==> src/rtl/smb_cfg_slave.sv <==
module smb_cfg_slave #(
  parameter logic [6:0]        DEV_ADDR  = 7'h69,
  parameter int                NREG      = 32,
  parameter logic [NREG*8-1:0] RESET_VAL = {NREG{8'hA5}}
) (
  input  logic              clk,
  input  logic              rst_n,
  input  logic              pwr_dn,
  input  logic              scl_i,
  input  logic              sda_i,
  output logic              sda_oe,
  output logic [NREG*8-1:0] cfg_regs
);
  localparam int AW = $clog2(NREG);

  typedef enum logic [2:0] {S_IDLE, S_ADDR, S_CMD, S_CNT, S_WR, S_RD} st_t;

  st_t        st;
  logic       scl_q, sda_q, in_ack, ack_q, blk, m_nack, send_cnt;
  logic [3:0] bits;
  logic [7:0] sr, remain;
  logic [AW:0] ptr;
  logic [7:0] regs [NREG];

  wire scl_rise  = scl_i & ~scl_q;
  wire scl_fall  = ~scl_i & scl_q;
  wire got_start = scl_i & scl_q & sda_q & ~sda_i;
  wire got_stop  = scl_i & scl_q & ~sda_q & sda_i;
  wire over      = ptr >= (AW+1)'(NREG);
  wire wr_ok     = (remain != 8'd0) && !over;

  assign sda_oe = !pwr_dn && (st != S_IDLE) &&
                  ((in_ack && ack_q) || (st == S_RD && !in_ack && !sr[7]));

  for (genvar g = 0; g < NREG; g++) begin : g_view
    assign cfg_regs[g*8 +: 8] = regs[g];
  end

  always_ff @(posedge clk or negedge rst_n) begin
    if (!rst_n) begin
      st       <= S_IDLE;
      scl_q    <= 1'b1;
      sda_q    <= 1'b1;
      in_ack   <= 1'b0;
      ack_q    <= 1'b0;
      blk      <= 1'b0;
      m_nack   <= 1'b0;
      send_cnt <= 1'b0;
      bits     <= '0;
      sr       <= '0;
      remain   <= '0;
      ptr      <= '0;
      for (int i = 0; i < NREG; i++) regs[i] <= RESET_VAL[i*8 +: 8];
    end else begin
      scl_q <= scl_i;
      sda_q <= sda_i;
      if (pwr_dn) begin
        st     <= S_IDLE;
        in_ack <= 1'b0;
        ack_q  <= 1'b0;
      end else if (got_start) begin
        st     <= S_ADDR;
        bits   <= '0;
        in_ack <= 1'b0;
        ack_q  <= 1'b0;
      end else if (got_stop) begin
        st     <= S_IDLE;
        in_ack <= 1'b0;
        ack_q  <= 1'b0;
      end else if (st != S_IDLE) begin
        if (scl_rise) begin
          if (in_ack) m_nack <= sda_i;
          else if (bits != 4'd8) begin
            bits <= bits + 4'd1;
            if (st != S_RD) sr <= {sr[6:0], sda_i};
          end
        end else if (scl_fall) begin
          if (in_ack) begin
            in_ack <= 1'b0;
            ack_q  <= 1'b0;
            bits   <= '0;
            if (st == S_RD) begin
              if (m_nack) st <= S_IDLE;
              else if (send_cnt) begin
                sr       <= 8'(NREG);
                send_cnt <= 1'b0;
              end else begin
                sr  <= regs[ptr[AW-1:0]];
                ptr <= ptr + 1'b1;
              end
            end
          end else if (bits == 4'd8) begin
            in_ack <= 1'b1;
            case (st)
              S_ADDR:
                if (sr[7:1] == DEV_ADDR) begin
                  ack_q    <= 1'b1;
                  m_nack   <= 1'b0;
                  send_cnt <= blk;
                  st       <= sr[0] ? S_RD : S_CMD;
                end else st <= S_IDLE;
              S_CMD:
                if (sr[6:5] == 2'b00) begin
                  ack_q  <= 1'b1;
                  blk    <= ~sr[7];
                  ptr    <= sr[7] ? (AW+1)'(sr[4:0]) : '0;
                  remain <= sr[7] ? 8'd1 : 8'd0;
                  st     <= sr[7] ? S_WR : S_CNT;
                end else st <= S_IDLE;
              S_CNT: begin
                ack_q  <= 1'b1;
                remain <= sr;
                st     <= S_WR;
              end
              S_WR:
                if (wr_ok) begin
                  ack_q              <= 1'b1;
                  regs[ptr[AW-1:0]]  <= sr;
                  ptr                <= ptr + 1'b1;
                  remain             <= remain - 8'd1;
                end else st <= S_IDLE;
              default: ;
            endcase
          end else if (st == S_RD) begin
            sr <= {sr[6:0], 1'b0};
          end
        end
      end
    end
  end
endmodule

==> config.mk <==
export PLATFORM = sky130hd
export DESIGN_NAME = smb_cfg_slave
export DESIGN_NICKNAME = d
export VERILOG_FILES = /design/src/rtl/smb_cfg_slave.sv
export SDC_FILE = /design/constraint.sdc
export NUM_CORES = 1
export LEC_CHECK = 0
export BUFFER_PORTS_ARGS = -buffer_cell sky130_fd_sc_hd__buf_2
export CAP_MARGIN = 30
export CORE_MARGIN = 1
export CORE_UTILIZATION = 51
export DETAILED_ROUTE_END_ITERATION = 12
export PLACE_DENSITY = 0.81
export SYNTH_ARGS = -nofsm -noshare
export SYNTH_HDL_FRONTEND = slang
export SYNTH_SLANG_ARGS = --single-unit
==> constraint.sdc <==
create_clock -name clk -period 3.15 [get_ports clk]
set_input_delay 0.1575 -clock clk [delete_from_list [all_inputs] [get_ports clk]]
set_output_delay 0.1575 -clock clk [all_outputs]
set_load 0.1 [all_outputs]
**Word-level counts from Yosys, hierarchy flattened**

Cells that the tools add are included.

- Register bits after elaboration: 292
- Input bits: 5

- Equal/unequal tests: 37
- Magnitude comparators: 3
- Bitwise operators: 18
- Muxes and demuxes: 87
- Reduce and logical (&&, ||, !) cells: 40
- $add $sub $neg: 3

Operators by type and width:

| cell | count |
|---|---|
| $bwmux 256 | 1 |
| $mux 8 | 16 |
| $mux 3 | 15 |
| $mux 6 | 7 |
| $bmux 8 s5 | 1 |
| $demux 8 s5 | 1 |
| $mux 1 | 33 |
| $mux 4 | 8 |
| $reduce_and 10->1 | 3 |
| $ne 6x6->1 const B | 4 |
| $pmux 8 s3 | 1 |
| $reduce_and 11->1 | 2 |
| $reduce_and 8->1 | 2 |
| $reduce_bool 8->1 | 2 |
| $ne 3x2->1 const B | 5 |
| $ne 3x3->1 const B | 5 |
| $reduce_bool 3->1 | 5 |
| $ne 2x2->1 const B | 7 |
| $reduce_and 13->1 | 1 |
| $ge 6x6->1 const B | 2 |
| $pmux 3 s4 | 1 |
| $pmux 6 s2 | 1 |
| $reduce_and 12->1 | 1 |
| $reduce_bool 2->1 | 6 |
| other kinds (27) | 58 |

**Longest topological paths before layout**

- Depth in word-level cells: 13
- Gate-level depth with buffers: 10
- Depth with buffers taken out: 7

**Worst setup path before layout**

Ideal clock, no wire load.

- Kind: reg-to-output
- From: reg st[1]
- To: out sda_oe
- Path slack: -109 ps
- Arrival time: 3101 ps
- Buffers on the path: 1
- Stages on the path, launching flop included: 6
- Cell sequence: dfrtp_1 -> clkbuf_1 -> nand3b_1 -> nor3_1 -> a21oi_1 -> nor3_1

- Cells in the longest elaborated chain, start to end: 5
- Elaborated cells between the ends (all ways): 7

Ends and longest elaborated chain:

| element | line | source |
|---|---|---|
| start: declaration | 18 | `st_t st;` |
| start signal: assignment | 100 | `st <= sr[0] ? S_RD : S_CMD;` |
| start signal: assignment | 108 | `st <= sr[7] ? S_WR : S_CNT;` |
| $eq 3x3->1 | 33 | `((in_ack && ack_q) \|\| (st == S_RD && !in_ack && !sr[7]));` |
| $logic_and 1x1->1 (2 in a row) | 33 |  |
| $logic_or 1x1->1 | 33 |  |
| $logic_and 1x1->1 * | 32 | `assign sda_oe = !pwr_dn && (st != S_IDLE) &&` |
| end: declaration | 11 | `output logic sda_oe,` |

Mark *: on every way between the ends. The rest lies on a longest branch, timed or not.

**Worst setup path in the final report**

- From: reg st[2]
- To: reg regs, in the netlist cfg_regs[62]

- Cells in the longest elaborated chain, start to end: 2
- Elaborated cells between the ends (all ways): 3

Ends and longest elaborated chain:

| element | line | source |
|---|---|---|
| $eq 3x3->1 / $reduce_bool 3->1 (equally long branches) | 94, 70 |  |
| $reduce_and 10->1 (no source line) * | n/a |  |
| end signal: indexed assignment | 118 | `regs[ptr[AW-1:0]] <= sr;` |
| end: declaration | 23 | `logic [7:0] regs [NREG];` |

Marked as above.
A chain may end at the register's enable or synchronous reset.

==> flow_summary.ini <==
[run_status]
status = finished, final reports clean

[clocking]
clk_latency_ns = 0.57
ctsRootBufferMaster = clkbuf_16
htreeDepth = 1
cts_buffer_depth = 3
cts_tree = yes
cts_sinks = 292
clkTransAtPathRegs_ns = 0.06
cts_buffers = 31

[sta]
setup_slack_ns = 0.1022
setup_viol = 0
rsz0062_at_grt = no
min_period_ns = 3.048
period_share = 0.9675
fmax_mhz = 328.1
skew_ns = 0.01826
max_slew_margin = 0.3626
finalHoldViolations = 0
tightest_slew_ns = 0.9561
tns_ns = 0
drv_slew = 0

[die]
start_util = 0.5205
ios = 262
die_w_um = 170.9
dieArea_mm2 = 0.02919
coreArea_mm2 = 0.02793
die_h_um = 170.9
fp-row-count = 61

[cells_and_area]
area_growth_pct = 20.58
final_area_mm2 = 0.01753
seq_area_mm2 = 0.007475
num-fill-cells = 2141
multiInputGateArea_mm2 = 0.006696
num_antenna_cells = 0
drive_gt1_frac = 0.5796
nets = 1380

[place]
io_buffers = 261
place.gp.congestion = 0.9608
place_area_mm2 = 0.01633
pre_cts_slack_ns = 0.1496
hpwl_um = 32500

[synth]
syn-num-nets = 1132
yosysWarnings = 0
synth_edf_count = 0
ys_async_sr_fraction = 1.000
ys_types = 60
synth-seq-cells = 292
syn_area_per_cell_um2 = 13.02
synth_ff_type = dfrtp_1
seq_area_frac_synth = 0.5137
syn_area_mm2 = 0.01454
syn_inst = 1117

[min_path]
hold_class = in2reg

[worst_setup_path]
crit_slowest_cell = nor3_4
crit_arrival_ns = 3.49
startpoint_type = register
crit_fanout = 13
critPathMaxStageDelay_ns = 0.66
required_ns = 3.59
critical_path_class = reg2reg
end_kind = register
cp_cell_sequence = or3b_4, a311o_1, nor3_4, nand2_2, mux2_2

[power]
internal-power_mw = 6.465
p_seq_frac = 0.453
ir_drop_uv = 346.4
powerDensity_mw_per_mm2 = 485.1
leakagePower_nw = 8.972
switching_power_mw = 2.041
p_clk_frac = 0.493
power_frac_comb = 0.054
swShare = 0.2399

[route]
ant_nets = 0
drc_errors = 0
wirelength_um = 46210
vias = 10960
viasPerCell = 6.202
dr.first_iter.drc_count = 852
firstDrtPassIters = 5
avgRoutedWirePerCell_um = 26.15

[flow_run]
cap_violations = 0

[global_routing]
antenna_found_initial = 0
grt_pass1_wl_um = 68940
overflow = 0
grt_max_degree = 92
grtUsageTotal = 0.3165
grt_pass1_vias = 10990
==> cells by family after synthesis <==
logic type | Yosys count | synth area share
mux | 366 | 0.3007
flops | 292 | 0.5137
simple gates | 206 | 0.08270
compound gates | 144 | 0.06703
buf+inv | 97 | 0.02607
fa+ha+maj | 10 | 0.008605
xor+xnor | 2 | 0.001205
==> timing repair <==
action	CTS	global route
endpoints found under the hold margin	66	0
endpoints found under the setup margin	0	2
gates resized for setup	0	0
hold buffers	3	0
buffers inserted	0	0
==> through the flow <==
step	power, mW	cells	util	hold slack [ns]
2_1_floorplan	4.117	1117	-	-0.1381
3_3_place_gp	4.351	1707	0.5846	0.1616
3_5_place_dp	4.360	1707	0.5846	0.1698
4_1_cts	8.510	1767	0.6277	0.03960
5_1_grt	8.711	1767	0.6277	0.06680
6_report	8.506	1767	0.6277	0.04814
==> power groups by stage <==
stage | combinational [mW] | clock, mW | sequential, mW
final | 0.459 | 4.19 | 3.85
after global routing | 0.492 | 4.36 | 3.85
after CTS | 0.454 | 4.20 | 3.85
after detailed placement | 0.446 | 0 | 3.91
after global placement | 0.439 | 0 | 3.91
after floorplan | 0.252 | 0 | 3.87
==> worst max-delay path, delay by kind of cell (launching register included) <==
family             cells  cell delay (ns)
and+or+nand+nor        3             1.51
DFF                    1             0.52
AOI/OAI and AO/OA      1             0.51
muxes                  1             0.37
==> routing by layer <==
metal,global-route usage,part of all wire,up-vias
met5,0,0,-
met1,0.4093,0.39,5575
met3,0.07703,0.087,136
met4,0.1495,0.049,0
li1,-,-,4669
met2,0.5022,0.47,579
==> path summary, 6_finish.rpt <==
path | start | depth (start not counted) | endpoint | slack, ns
setup reg to reg | st[2]$_DFFE_PN0P_ | 5 | cfg_regs[62]$_DFFE_PN0P_ | 0.10
setup / recovery | st[2]$_DFFE_PN0P_ | 5 | cfg_regs[62]$_DFFE_PN0P_ | 0.10
hold reg to reg | cfg_regs[171]$_DFFE_PN0P_ | 1 | cfg_regs[171]$_DFFE_PN0P_ | 0.53
hold / removal | pwr_dn | 3 | bits[3]$_DFFE_PN0P_ | 0.05
max in group asynchronous | rst_n | 3 | cfg_regs[242]$_DFFE_PN1P_ | 2.09
min in group asynchronous | rst_n | 2 | cfg_regs[102]$_DFFE_PN0P_ | 0.15
==> cells in the mapped netlist, drive strengths merged (7+ instances only) <==
cell      n  area (um^2)
mux2    266         2995
dfrtp   162         4054
dfstp   130         3416
mux2i    70        700.7
nand2    70        342.8
clkbuf   60        225.2
o22ai    31        193.9
mux4     30        675.7
nor2     28        105.1
buf      23        101.4
nor3     20        145.1
a21oi    19        95.09
o21ai    17        85.08
a31oi    15        93.84
inv      14        52.55
nand3    14        70.07
nand2b   12        75.07
nor4     11        68.82
ha       10        125.1
o31ai    10        75.07
a22oi     9        67.56
a211oi    7        52.55
==> area by class of cell <==
cell class                      instances  area share
Inverter                               14    0.002997
Sequential cell                       292      0.4263
Tap cell                              378     0.02697
Clock inverter                         20     0.01848
Timing Repair Buffer                  298     0.09491
Clock buffer                           37     0.04838
Multi-Input combinational cell        728      0.3819
==> sequential cells by signal (all words and copies together) (netlist names) <==
name      cells
ptr           6
sda_q         1
in_ack        1
remain        8
ack_q         1
sr            8
cfg_regs    256
st            3
send_cnt      1
scl_q         1
bits          4
m_nack        1
blk           1
==> cell usage in the layout, fill, tap and decap left out, types with 12 or more instances in the layout <==
cell type and instances:
mux2_2 242, mux4_2 30, dfrtp_1 160, a31oi_1 15
inv_1 14, o21ai_0 17, nor2_1 28, mux2_1 24
buf_4 29, nand3_1 14, nor3_1 15, dfstp_2 130
nand2b_1 12, mux2i_1 70, o22ai_1 31, a21oi_1 19
clkbuf_16 31, nand2_1 38, buf_2 260, nand2_2 32
No activity file was read; power rests on OpenSTA's default activity.
